<file path="config.mk">
export PLATFORM = sky130hd
export DESIGN_NAME = rx_tap_sweep
export DESIGN_NICKNAME = d
export VERILOG_FILES = /design/src/rtl/tap_sweep_pkg.sv /design/src/rtl/tap_loader.sv /design/src/rtl/streak_tracker.sv /design/src/rtl/sweep_ctrl.sv /design/src/rtl/rx_tap_sweep.sv
export SDC_FILE = /design/constraint.sdc
export NUM_CORES = 1
export LEC_CHECK = 0
export ABC_AREA = 1
export BUFFER_PORTS_ARGS = -buffer_cell sky130_fd_sc_hd__clkbuf_2
export CAP_MARGIN = 20
export CORE_AREA = 3 3 129 93
export DETAILED_ROUTE_END_ITERATION = 8
export DIE_AREA = 0 0 132 96
export SKIP_LAST_GASP = 1
export SLEW_MARGIN = 20
export SYNTH_ARGS = -nofsm -noshare
export SYNTH_HDL_FRONTEND = slang
export SYNTH_HIERARCHICAL = 1
export SYNTH_SLANG_ARGS = --single-unit
</file>
<file path="constraint.sdc">
create_clock -name clk -period 4.61 [get_ports clk]
set_clock_uncertainty 0.05 [all_clocks]
set_input_delay 0.461 -clock clk [delete_from_list [all_inputs] [get_ports clk]]
set_output_delay 0.461 -clock clk [all_outputs]
set_load 0.01 [all_outputs]
</file>
<file path="src/rtl/tap_sweep_pkg.sv">
// Shared constants and state types for the receive tap sweep engine.
package tap_sweep_pkg;

    localparam int MODE_W = 3;
    localparam logic [MODE_W-1:0] MODE_HS200  = 3'd4;
    localparam logic [MODE_W-1:0] MODE_SDR104 = 3'd5;

    typedef enum logic [2:0] {
        C_IDLE,
        C_WAIT_APPLY,
        C_WAIT_TEST,
        C_STEP,
        C_WAIT_FINAL
    } ctrl_state_t;

    typedef enum logic [1:0] {
        L_IDLE,
        L_ISSUE,
        L_GAP
    } load_state_t;

endpackage

</file>
<file path="src/rtl/tap_loader.sv">
// Loads one tap into the PHY by issuing the update request twice.
// Assumes the PHY acknowledges each request with a one-cycle clear pulse.
// A request left unacknowledged for TIMEOUT_CYC cycles aborts the load with ok_o=0.
module tap_loader
    import tap_sweep_pkg::*;
#(
    parameter int TAP_W       = 6,
    parameter int TIMEOUT_CYC = 100
) (
    input  logic             clk,
    input  logic             rst_n,
    input  logic             go_i,
    input  logic [TAP_W-1:0] tap_i,
    input  logic             clr_i,
    output logic [TAP_W-1:0] tune_val_o,
    output logic             tune_upd_o,
    output logic             finish_o,
    output logic             ok_o
);
    localparam int CNT_W = $clog2(TIMEOUT_CYC + 1);
    localparam logic [CNT_W-1:0] CNT_LAST = CNT_W'(TIMEOUT_CYC - 1);

    load_state_t       st_q;
    logic              second_q;
    logic [CNT_W-1:0]  wait_q;

    // Double-issue sequencer with a bounded wait for each clear
    always_ff @(posedge clk) begin
        if (!rst_n) begin
            st_q       <= L_IDLE;
            second_q   <= 1'b0;
            wait_q     <= '0;
            tune_val_o <= '0;
            tune_upd_o <= 1'b0;
            finish_o   <= 1'b0;
            ok_o       <= 1'b0;
        end else begin
            finish_o <= 1'b0;
            case (st_q)
                L_IDLE: begin
                    if (go_i) begin
                        tune_val_o <= tap_i;
                        tune_upd_o <= 1'b1;
                        second_q   <= 1'b0;
                        wait_q     <= '0;
                        st_q       <= L_ISSUE;
                    end
                end
                L_ISSUE: begin
                    if (clr_i) begin
                        tune_upd_o <= 1'b0;
                        if (second_q) begin
                            finish_o <= 1'b1;
                            ok_o     <= 1'b1;
                            st_q     <= L_IDLE;
                        end else begin
                            st_q <= L_GAP;
                        end
                    end else if (wait_q == CNT_LAST) begin
                        tune_upd_o <= 1'b0;
                        finish_o   <= 1'b1;
                        ok_o       <= 1'b0;
                        st_q       <= L_IDLE;
                    end else begin
                        wait_q <= wait_q + 1'b1;
                    end
                end
                L_GAP: begin
                    tune_upd_o <= 1'b1;
                    second_q   <= 1'b1;
                    wait_q     <= '0;
                    st_q       <= L_ISSUE;
                end
                default: st_q <= L_IDLE;
            endcase
        end
    end

endmodule

</file>
<file path="src/rtl/streak_tracker.sv">
// Keeps the running streak of passing taps and the longest one seen so far.
// Only a strictly longer streak replaces the record, so the earliest window wins a tie.
module streak_tracker #(
    parameter int TAP_W = 6,
    parameter int LEN_W = 6
) (
    input  logic             clk,
    input  logic             rst_n,
    input  logic             clear_i,
    input  logic             rec_i,
    input  logic             pass_i,
    input  logic [TAP_W-1:0] tap_i,
    output logic [LEN_W-1:0] best_len_o,
    output logic [TAP_W-1:0] best_end_o
);
    logic [LEN_W-1:0] cur_q;
    logic [LEN_W-1:0] cur_next;

    // Length the running streak would reach on a pass
    always_comb cur_next = cur_q + 1'b1;

    // Streak bookkeeping, one result per record strobe
    always_ff @(posedge clk) begin
        if (!rst_n || clear_i) begin
            cur_q      <= '0;
            best_len_o <= '0;
            best_end_o <= '0;
        end else if (rec_i) begin
            if (pass_i) begin
                cur_q <= cur_next;
                if (cur_next > best_len_o) begin
                    best_len_o <= cur_next;
                    best_end_o <= tap_i;
                end
            end else begin
                cur_q <= '0;
            end
        end
    end

endmodule

</file>
<file path="src/rtl/sweep_ctrl.sv">
// Sequences the sweep: mode gating, per-tap load and test, and final centring.
// Assumes test_done_i arrives at some point after each test_start_o pulse.
module sweep_ctrl
    import tap_sweep_pkg::*;
#(
    parameter int TAP_W     = 6,
    parameter int TAP_COUNT = 40,
    parameter int LEN_W     = 6
) (
    input  logic              clk,
    input  logic              rst_n,
    input  logic              start_i,
    input  logic [MODE_W-1:0] speed_mode_i,
    input  logic              ld_finish_i,
    input  logic              ld_ok_i,
    input  logic              test_done_i,
    input  logic              test_pass_i,
    input  logic [LEN_W-1:0]  best_len_i,
    input  logic [TAP_W-1:0]  best_end_i,
    output logic              ld_go_o,
    output logic [TAP_W-1:0]  ld_tap_o,
    output logic              trk_clear_o,
    output logic              trk_rec_o,
    output logic              trk_pass_o,
    output logic              test_start_o,
    output logic              done_o,
    output logic              error_o,
    output logic [TAP_W-1:0]  final_tap_o
);
    localparam logic [TAP_W-1:0] LAST_TAP = TAP_W'(TAP_COUNT - 1);

    ctrl_state_t      st_q;
    logic             tunable;
    logic [TAP_W-1:0] centre;

    // Only the two fastest bus modes need a sweep
    always_comb tunable = (speed_mode_i == MODE_HS200) || (speed_mode_i == MODE_SDR104);

    // Centre of the best window: last tap minus half its length
    always_comb centre = best_end_i - TAP_W'(best_len_i >> 1);

    // Tracker strobes line up with the state transition into C_STEP
    always_comb begin
        trk_clear_o = (st_q == C_IDLE) && start_i && tunable;
        trk_rec_o   = ((st_q == C_WAIT_APPLY) && ld_finish_i && !ld_ok_i) ||
                      ((st_q == C_WAIT_TEST) && test_done_i);
        trk_pass_o  = (st_q == C_WAIT_TEST) && test_pass_i;
    end

    // Main sequencer
    always_ff @(posedge clk) begin
        if (!rst_n) begin
            st_q         <= C_IDLE;
            ld_go_o      <= 1'b0;
            ld_tap_o     <= '0;
            test_start_o <= 1'b0;
            done_o       <= 1'b0;
            error_o      <= 1'b0;
            final_tap_o  <= '0;
        end else begin
            ld_go_o      <= 1'b0;
            test_start_o <= 1'b0;
            done_o       <= 1'b0;
            error_o      <= 1'b0;
            case (st_q)
                C_IDLE: begin
                    if (start_i) begin
                        if (tunable) begin
                            ld_tap_o <= '0;
                            ld_go_o  <= 1'b1;
                            st_q     <= C_WAIT_APPLY;
                        end else begin
                            done_o <= 1'b1;
                        end
                    end
                end
                C_WAIT_APPLY: begin
                    if (ld_finish_i) begin
                        if (ld_ok_i) begin
                            test_start_o <= 1'b1;
                            st_q         <= C_WAIT_TEST;
                        end else begin
                            st_q <= C_STEP;
                        end
                    end
                end
                C_WAIT_TEST: begin
                    if (test_done_i) st_q <= C_STEP;
                end
                C_STEP: begin
                    if (ld_tap_o == LAST_TAP) begin
                        if (best_len_i == '0) begin
                            done_o  <= 1'b1;
                            error_o <= 1'b1;
                            st_q    <= C_IDLE;
                        end else begin
                            ld_tap_o <= centre;
                            ld_go_o  <= 1'b1;
                            st_q     <= C_WAIT_FINAL;
                        end
                    end else begin
                        ld_tap_o <= ld_tap_o + 1'b1;
                        ld_go_o  <= 1'b1;
                        st_q     <= C_WAIT_APPLY;
                    end
                end
                C_WAIT_FINAL: begin
                    if (ld_finish_i) begin
                        done_o <= 1'b1;
                        if (ld_ok_i) final_tap_o <= ld_tap_o;
                        else         error_o     <= 1'b1;
                        st_q <= C_IDLE;
                    end
                end
                default: st_q <= C_IDLE;
            endcase
        end
    end

endmodule

</file>
<file path="src/rtl/rx_tap_sweep.sv">
// Top of the receive sampling tap sweep engine.
// Joins the sequencer, the double-issue tap loader and the streak tracker.
module rx_tap_sweep
    import tap_sweep_pkg::*;
#(
    parameter int TAP_W       = 6,
    parameter int TAP_COUNT   = 40,
    parameter int TIMEOUT_CYC = 100
) (
    input  logic              clk,
    input  logic              rst_n,
    input  logic              start_i,
    input  logic [MODE_W-1:0] speed_mode_i,
    output logic [TAP_W-1:0]  tune_val_o,
    output logic              tune_upd_o,
    input  logic              phy_upd_clr_i,
    output logic              test_start_o,
    input  logic              test_done_i,
    input  logic              test_pass_i,
    output logic              done_o,
    output logic              error_o,
    output logic [TAP_W-1:0]  final_tap_o
);
    localparam int LEN_W = $clog2(TAP_COUNT + 1);

    logic             ld_go;
    logic [TAP_W-1:0] ld_tap;
    logic             ld_finish;
    logic             ld_ok;
    logic             trk_clear;
    logic             trk_rec;
    logic             trk_pass;
    logic [LEN_W-1:0] best_len;
    logic [TAP_W-1:0] best_end;

    sweep_ctrl #(.TAP_W(TAP_W), .TAP_COUNT(TAP_COUNT), .LEN_W(LEN_W)) u_ctrl (
        .clk(clk), .rst_n(rst_n), .start_i(start_i), .speed_mode_i(speed_mode_i),
        .ld_finish_i(ld_finish), .ld_ok_i(ld_ok),
        .test_done_i(test_done_i), .test_pass_i(test_pass_i),
        .best_len_i(best_len), .best_end_i(best_end),
        .ld_go_o(ld_go), .ld_tap_o(ld_tap),
        .trk_clear_o(trk_clear), .trk_rec_o(trk_rec), .trk_pass_o(trk_pass),
        .test_start_o(test_start_o), .done_o(done_o), .error_o(error_o),
        .final_tap_o(final_tap_o)
    );

    tap_loader #(.TAP_W(TAP_W), .TIMEOUT_CYC(TIMEOUT_CYC)) u_load (
        .clk(clk), .rst_n(rst_n), .go_i(ld_go), .tap_i(ld_tap),
        .clr_i(phy_upd_clr_i), .tune_val_o(tune_val_o), .tune_upd_o(tune_upd_o),
        .finish_o(ld_finish), .ok_o(ld_ok)
    );

    streak_tracker #(.TAP_W(TAP_W), .LEN_W(LEN_W)) u_trk (
        .clk(clk), .rst_n(rst_n), .clear_i(trk_clear), .rec_i(trk_rec),
        .pass_i(trk_pass), .tap_i(ld_tap),
        .best_len_o(best_len), .best_end_o(best_end)
    );

endmodule

</file>
==> Word-level counts from Yosys, hierarchy flattened <==
Index checks and enable logic that the tools add are counted.
{ "totals": {"reg_bits": 56, "latch_bits": 0, "ramBits": 0, "romBits": 0, "input_bits": 9, "out_inout_bits": 16, "word_cells": 123, "memories": 0} }
{ "op_classes": {"n_addsub": 4, "mul": 0, "div": 0, "magnitude_cmp": 1, "eq_ne": 21, "n_shift": 0, "n_mux": 50, "n_bitwise": 0, "n_reduce_logical": 30} }
{ "op_table": {"columns": ["operator", "n"], "rows": [
  ["$mux W6", 5],
  ["$mux W1", 22],
  ["$mux W3", 7],
  ["$mux W7", 3],
  ["$pmux W7 S3", 1],
  ["$pmux W3 S5", 1],
  ["$reduce_and A3 Y1", 5],
  ["$add A6 B1 Y6 const B", 2],
  ["$pmux W6 S2", 1],
  ["$ne A2 B2 Y1 const B", 5],
  ["$eq A3 B3 Y1 const B", 3],
  ["$mux W2", 4],
  ["$ne A2 B1 Y1 const B", 4],
  ["$reduce_and A2 Y1", 4],
  ["$reduce_and A4 Y1", 2],
  ["$add A7 B1 Y7 const B", 1],
  ["$eq A7 B7 Y1 const B", 1],
  ["$eq A3 B2 Y1 const B", 2],
  ["$eq A6 B6 Y1 const B", 1],
  ["$gt A6 B6 Y1", 1],
  ["$logic_and A1 B1 Y1", 6],
  ["$logic_not A6 Y1", 1],
  ["$pmux W1 S2", 3],
  ["$pmux W1 S3", 2],
  ["other kinds (14)", 19]
]} }

==> Longest topological paths before layout <==
Gate-level depths: netlist of run 1.
{ "depth": {"depth_word": 5, "depth_mapped": 15, "ltp_nobuf": 15} }

==> Cells and area by module <==
The synthesis of run 1 kept the hierarchy.
{ "by_module_without_submodules": {"columns": ["module", "instances", "cells_each", "area_each_um2", "seq_area_each_um2"], "rows": [
  ["sweep_ctrl", 1, 195, 1321.3, 380.4],
  ["streak_tracker", 1, 143, 1017.2, 360.3],
  ["tap_loader", 1, 124, 890.9, 380.4]
]} }

==> Least setup slack after synthesis of run 1 <==
No wires, ideal clock.
{ "synth_timing": {"path_type": "register -> register", "from": "reg u_trk.cur_q[0]", "to": "reg u_trk.best_len_o[0]", "setup_time_ns": 0.115, "t_arrival_ns": 1.846, "required_ns": 4.445, "setup_slack_ns": 2.599, "path_stages_with_launch": 13, "n_path_buf": 1, "period_less_slack_ns": 2.011, "cell_sequence": "dfxtp_1 -> ha_1 -> nand3_1 -> xor2_1 -> inv_1 -> ha_1 -> nand2_1 -> nor2_2 -> a21oi_2 -> buf_4 -> nand3_1 -> nand2_1 -> nor2_1"} }
{ "synth_via": {"elab_chain_len": 3} }
{ "synth_lines": {"columns": ["element", "line", "rtl"], "rows": [
  ["start: declaration", "streak_tracker.sv:16", "logic [LEN_W-1:0] cur_q;"],
  ["start signal: assignment", "streak_tracker.sv:30", "cur_q <= cur_next;"],
  ["$add A6 B1 Y6", "streak_tracker.sv:20", "always_comb cur_next = cur_q + 1'b1;"],
  ["named net u_trk.cur_next[4]", "streak_tracker.sv:17", "logic [LEN_W-1:0] cur_next;"],
  ["$gt A6 B6 Y1", "streak_tracker.sv:31", "if (cur_next > best_len_o) begin"],
  ["$reduce_and A3 Y1 (no source line)", null, null],
  ["end signal: assignment", "streak_tracker.sv:32", "best_len_o <= cur_next;"],
  ["end: declaration", "streak_tracker.sv:13", "output logic [LEN_W-1:0] best_len_o,"]
]} }
The timed path passes the listed nets, and every way through them passes these cells.
A chain may end at the register's enable or synchronous reset.

==> Final worst setup path of run 1 <==
{ "layout_timing": {"from": "reg u_trk.cur_q[0]", "to": "reg u_trk.best_len_o[2]"} }
Same word-level chain as after synthesis.

==> run metrics, run 1 <==
CTS tree built; Distinct cells, synth 40; port bufs 23; Total GRT Usage 11.9%; Net Sw Power 0.274 mW; Post-Layout Cell Count 638; register area share after synthesis 34.7%; Via Count 2912; hold depth 2; CTS root buf clkbuf_16; antenna-violating nets left 0; fin nets 508; post-layout util 33.1%; core footprint 0.0109 mm2; placed instance count 630; wire length on met2 3.02 mm; First DRT Iteration DRCs 238; initial core utilization 29.5%; vias per cell 4.56; Fillers 1167; gp weighted congestion 0.865; largest area contributor in the netlist dfxtp_1; clock slew at reported path FFs 0.07 ns; row cnt 32; uppermost layer routed met4; htree depth 2; Worst-Skew Late Latency 0.30 ns; CTS sink cnt 56; Final Total Pwr 1.01 mW; sequential cell area 0.00112 mm2; xor and xnor area share after synthesis 1.63%; largest family of logic cells by synthesized area simple AND/OR/NAND/NOR gates; post-CTS sizing 0; commonest cells after routing, fill and taps aside nand2_1 (111), inv_1 (57), dfxtp_1 (56), nor2_1 (49), nand3_1 (40); final hold slack 0.410 ns; power per cell area 279 mW/mm2; Die Height 96 um; Post-Route WL 7.29 mm; HP Class reg -> reg; Max Root-Sink Buffers 2; Multi-input gate area 0.00178 mm2; total grt overflow 0; largest cells by area after synthesis dfxtp_1 (35%), nand2_1 (13%), inv_1 (6.6%), nand3_1 (6.2%), nor2_1 (5.7%); Synth Area in Adders 6.04%; max frequency 350 MHz; Post-Syn Area per Cell 6.99 um2; Die ar. 0.0127 mm2; Sw Share 27.1%; most common cell after layout, fill and taps aside nand2_1; Net Count, Synth 486; DRC violations left 0; post-synth top area share 34.7%; status complete, no violations; clock share of power 37.8%; initial antenna violation count 0; RSZ-0062 raised after global routing no; startpoint class of the critical path register; vias in the first global route 2586; Slew Limit Fails 0; Crit. End Element register; Critical Path RT 4.75 ns; largest net degree at the start of global routing 24; Final Hold Viols 0; compound-gate portion of the synthesized area 10.4%; CP Max Fanout 23; worst-case reg-to-reg path depth 11; Pleak 1.54 nW; # Post-CTS Setup Buffers 0; Setup TNS 0 ns; Antenna Diode Count 0; DR WL/cell 11.4 um; Final Setup Violations 0; combinational share of power 11.6%; Worst-Margin Slew 1.03 ns; post-synthesis mux area share 0%; drt pass-1 iters 4; critical path class reg -> reg; Syn Std Cell Area 0.00323 mm2; Syn-to-layout area delta 12.1%; Cells after Synth 462; hold buffer count at CTS 0; Yosys Warn Count 6; Met3 Routed Length 391 um; Synth Area in Simple Gates 36.9%; sequential share of power 50.6%; first-pass GRT wire length 12.3 mm; die width 132 um; worst vdd ir 0.118 mV; Int Power 0.737 mW; relative slew slack 31.4%; Top Ports 25; Num CTS Buffers 5; fin crit period 2.86 ns; hpwl dp 5.51 mm; Max-cap violations 0; DRT met1 WL 3.81 mm; register bit count reported by yosys 56; fin crit share 62.1%; Worst EP arrival 3.00 ns; share of post-route cells with drive strength above 1 15.7%
[per-stage QoR]
stage | cell area [um2] | setup slack, ns
floorplan | 3230 | 2.60
global placement | 3480 | 1.89
detailed placement | 3480 | 1.81
CTS | 3620 | 1.78
global route | 3620 | 1.39
finish | 3620 | 1.75
[sequential cells by signal, indices dropped and copies added, names as in the netlist, 2 cells and up]
| name | flops |
|---|---|
| u_trk/best_end_o | 6 |
| u_load/tune_val_o | 6 |
| u_load/wait_q | 7 |
| u_trk/cur_q | 6 |
| u_ctrl/ld_tap_o | 6 |
| u_ctrl/st_q | 3 |
| u_load/st_q | 2 |
| u_ctrl/final_tap_o | 6 |
| u_trk/best_len_o | 6 |
[synthesized netlist by cell type (all sizes together)]
master and n:
o22ai 1, nor3b 1, nand4 7, fa 1, xor2 4, o2111ai 1, a211oi 1, a31oi 1
clkbuf 2, nand2 122, xnor2 2, inv 68, nor2 60, dfxtp 56, nor4 1, o21ai 15
buf 7, o32ai 1, o21a 1, nor3 3, nand3 45, ha 14, o21bai 1, clkinv 2
a21oi 38, nand3b 7
[final cells by class]
cell class / count / area share (%)
multi-input cells: 327 / 49.0
flip-flops and latches: 56 / 31.0
inverters: 70 / 7.39
well taps: 153 / 5.29
clock buffers: 6 / 3.56
repair buffers: 24 / 3.39
clock inverters: 2 / 0.380
[metal layers]
layer	global-route usage, %	up-vias
li1	-	1525
met5	0	-
met4	3.23	0
met3	2.98	7
met2	18.3	60
met1	16.6	1320
[power by group through the flow]
stage | Sequential (mW) | Clock, mW | Combinational (mW)
2_1_floorplan | 0.521 | 0 | 0.0861
3_5_place_dp | 0.523 | 0 | 0.115
5_1_grt | 0.513 | 0.415 | 0.134
6_report | 0.512 | 0.383 | 0.117
4_1_cts | 0.512 | 0.395 | 0.116
3_3_place_gp | 0.523 | 0 | 0.111
[critical path, cell delays in order (launching register included)]
cell and delay [ns]:
dfxtp_1 0.48, ha_1 0.24, nand3_1 0.10, xor2_1 0.19, inv_1 0.09, ha_1 0.27
nand2_1 0.09, nor2_2 0.05, a21oi_2 0.80, nand2_1 0.18, nor2_1 0.13, nor2_1 0.05
[cells by family after synthesis]
logic type	count (synthesis)
buffers and inverters	79
xor gates and xnor gates	6
DFF	56
adders and majority gates	15
and+or+nand+nor	246
AOI/OAI and AO/OA	60
[path summary, 6_finish.rpt]
check | from | to | slack (ns)
max reg2reg | u_trk/cur_q[0] | u_trk/best_len_o[2] | 1.75
min reg2reg | u_ctrl/final_tap_o[1] | u_ctrl/final_tap_o[1] | 0.41
max | u_trk/cur_q[0] | u_trk/best_len_o[2] | 1.75
min | u_ctrl/final_tap_o[1] | u_ctrl/final_tap_o[1] | 0.41
Note: power is estimated with default switching activity, not from simulation.
==> run 2, diff against run 1 <==
==> constraint.sdc (replaced) <==
create_clock -name clk -period 2.65 [get_ports clk]
set_clock_uncertainty 0.05 [all_clocks]
set_input_delay 0.265 -clock clk [delete_from_list [all_inputs] [get_ports clk]]
set_output_delay 0.265 -clock clk [all_outputs]
set_load 0.01 [all_outputs]
==> run 2 against run 1 <==
Effect of this change:
- clock power rose by 100%
- worst hold slack lost 0.20 ns
- critical path depth is 4 higher
- combinational power increased by 68%
- worst setup slack got worse by 1.4 ns
==> run metrics, run 2 (synthesis gave the netlist of run 1 again) <==
Net Sw Power 0.473 mW; share of post-route cells with drive strength above 1 16.5%; Crit. End Element register; fin crit share 85.7%; relative slew slack 68.8%; Slew Limit Fails 0; worst-case reg-to-reg path depth 15; Setup TNS 0 ns; DR WL/cell 11.5 um; sequential share of power 48.0%; FF-to-FF End u_trk/best_len_o[2]; GR Util met3 2.87%; Final Setup Violations 0; HP Class in -> reg; Die Height 96 um; Final Hold Viols 0; Sw Share 25.5%; Post-Route WL 7.39 mm; worst path cell trace nand2_1 -> nor2_2 -> nand3_1 -> nand2_2 -> inv_2 -> ha_1 -> nand2_1 -> nor2_2 -> nand2_1 -> nand3_2 -> buf_4 -> nand2_1 -> nand2_1 -> nand2_1 -> nor2_1; Worst-Margin Slew 0.467 ns; first-pass GRT wire length 12.8 mm; placed instance count 635; combinational share of power 10.6%; antenna-violating nets left 0; port bufs 23; gp weighted congestion 0.874; max frequency 440 MHz; Top Ports 25; Syn-to-layout area delta 14.5%; First DRT Iteration DRCs 263; drt pass-1 iters 5; met2 GRT Util 18.5%; hpwl dp 5.58 mm; Post-Layout Cell Count 643; Int Power 1.38 mW; power per cell area 502 mW/mm2; Crit path top cell by count nand2_1; critical path class reg -> reg; vias in the first global route 2676; Antenna Diode Count 0; largest net degree at the start of global routing 24; Die ar. 0.0127 mm2; startpoint class of the critical path register; Num CTS Buffers 5; CTS root buf clkbuf_16; fin nets 513; max reg flops 7; Max Root-Sink Buffers 2; Worst EP arrival 2.45 ns; # Post-CTS Setup Buffers 0; RSZ-0062 raised after global routing no; Reg with most FFs u_load/wait_q; grt met1 use 18.1%; grt peak-use layer met2; hold path startpoint phy_upd_clr_i; Via Count 2935; total grt overflow 0; Total GRT Usage 12.4%; FF-to-FF Start u_trk/cur_q[2]; row cnt 32; post-route cell area 0.00370 mm2; CTS sink cnt 56; worst vdd ir 0.240 mV; Pleak 1.58 nW; DRC violations left 0; Placed Area 0.00353 mm2; vias per cell 4.56; WHS Endpoint u_load/st_q[1]; Max stage delay on crit path 0.41 ns; clock share of power 41.4%; core footprint 0.0109 mm2; CP Max Fanout 11; initial core utilization 29.5%; commonest cells after routing, fill and taps aside nand2_1 (111), inv_1 (57), dfxtp_1 (56), nor2_1 (49), nand3_1 (40); post-CTS sizing 0; CTS tree built; clock slew at reported path FFs 0.07 ns; hold depth 3; Max-cap violations 0; status complete, no violations; hold buffer count at CTS 0; CP max-delay cell dfxtp_1; most common cell after layout, fill and taps aside nand2_1; reg2reg setup slack 0.38 ns; Critical Path RT 2.83 ns; fin crit period 2.27 ns; Worst-Skew Late Latency 0.30 ns; initial antenna violation count 0; post-layout util 33.8%; htree depth 2; die width 132 um
## run 2: critical path: cells and delay by family (launching register included)
| kind | cells | cell delay [ns] |
|---|---|---|
| fa+ha+maj | 1 | 0.29 |
| buf+inv | 2 | 0.24 |
| flops | 1 | 0.41 |
| simple gates | 12 | 1.21 |
## run 2: area by class of cell
class                      instances  area (um2)
inverter                          70         268
multi-input combinational        327        1780
timing repair buffer              29         173
tap                              153         191
clock buffer                       6         129
clock inverter                     2        38.8
fill                            1156        7230
sequential                        56        1120
## run 2: power by group through the flow
stage	Sequential, mW	Combinational (mW)	Clock (mW)
after floorplan	0.906	0.150	0
after global placement	0.909	0.193	0
after detailed placement	0.910	0.195	0
after CTS	0.890	0.196	0.792
after global routing	0.894	0.229	0.830
final	0.890	0.196	0.767
## run 2: stage by stage
| stage | hold slack [ns] | power (mW) | setup slack [ns] |
|---|---|---|---|
| after floorplan | 0.339 | 1.06 | 0.639 |
| after global placement | 0.400 | 1.10 | 0.445 |
| after detailed placement | 0.405 | 1.10 | 0.411 |
| after CTS | 0.208 | 1.88 | 0.368 |
| after global routing | 0.217 | 1.95 | 0.143 |
| final | 0.214 | 1.85 | 0.379 |
## run 2: worst max-delay path by stage
| stage | depth (start not counted) | start | to |
|---|---|---|---|
| after floorplan | 12 | u_trk/cur_q[0] | u_trk/best_len_o[0] |
| after global placement | 14 | u_trk/cur_q[1] | u_trk/best_len_o[2] |
| after detailed placement | 14 | u_trk/cur_q[1] | u_trk/best_len_o[2] |
| after CTS | 14 | u_trk/cur_q[1] | u_trk/best_len_o[2] |
| after global routing | 15 | u_trk/cur_q[2] | u_trk/best_len_o[2] |
| final | 15 | u_trk/cur_q[2] | u_trk/best_len_o[2] |
## run 2: layer usage
metal | wire (um) | part of all wire, %
met2 | 3090 | 42
met1 | 3890 | 53
met3 | 339 | 4.6
met5 | 0 | 0
met4 | 72 | 0.97
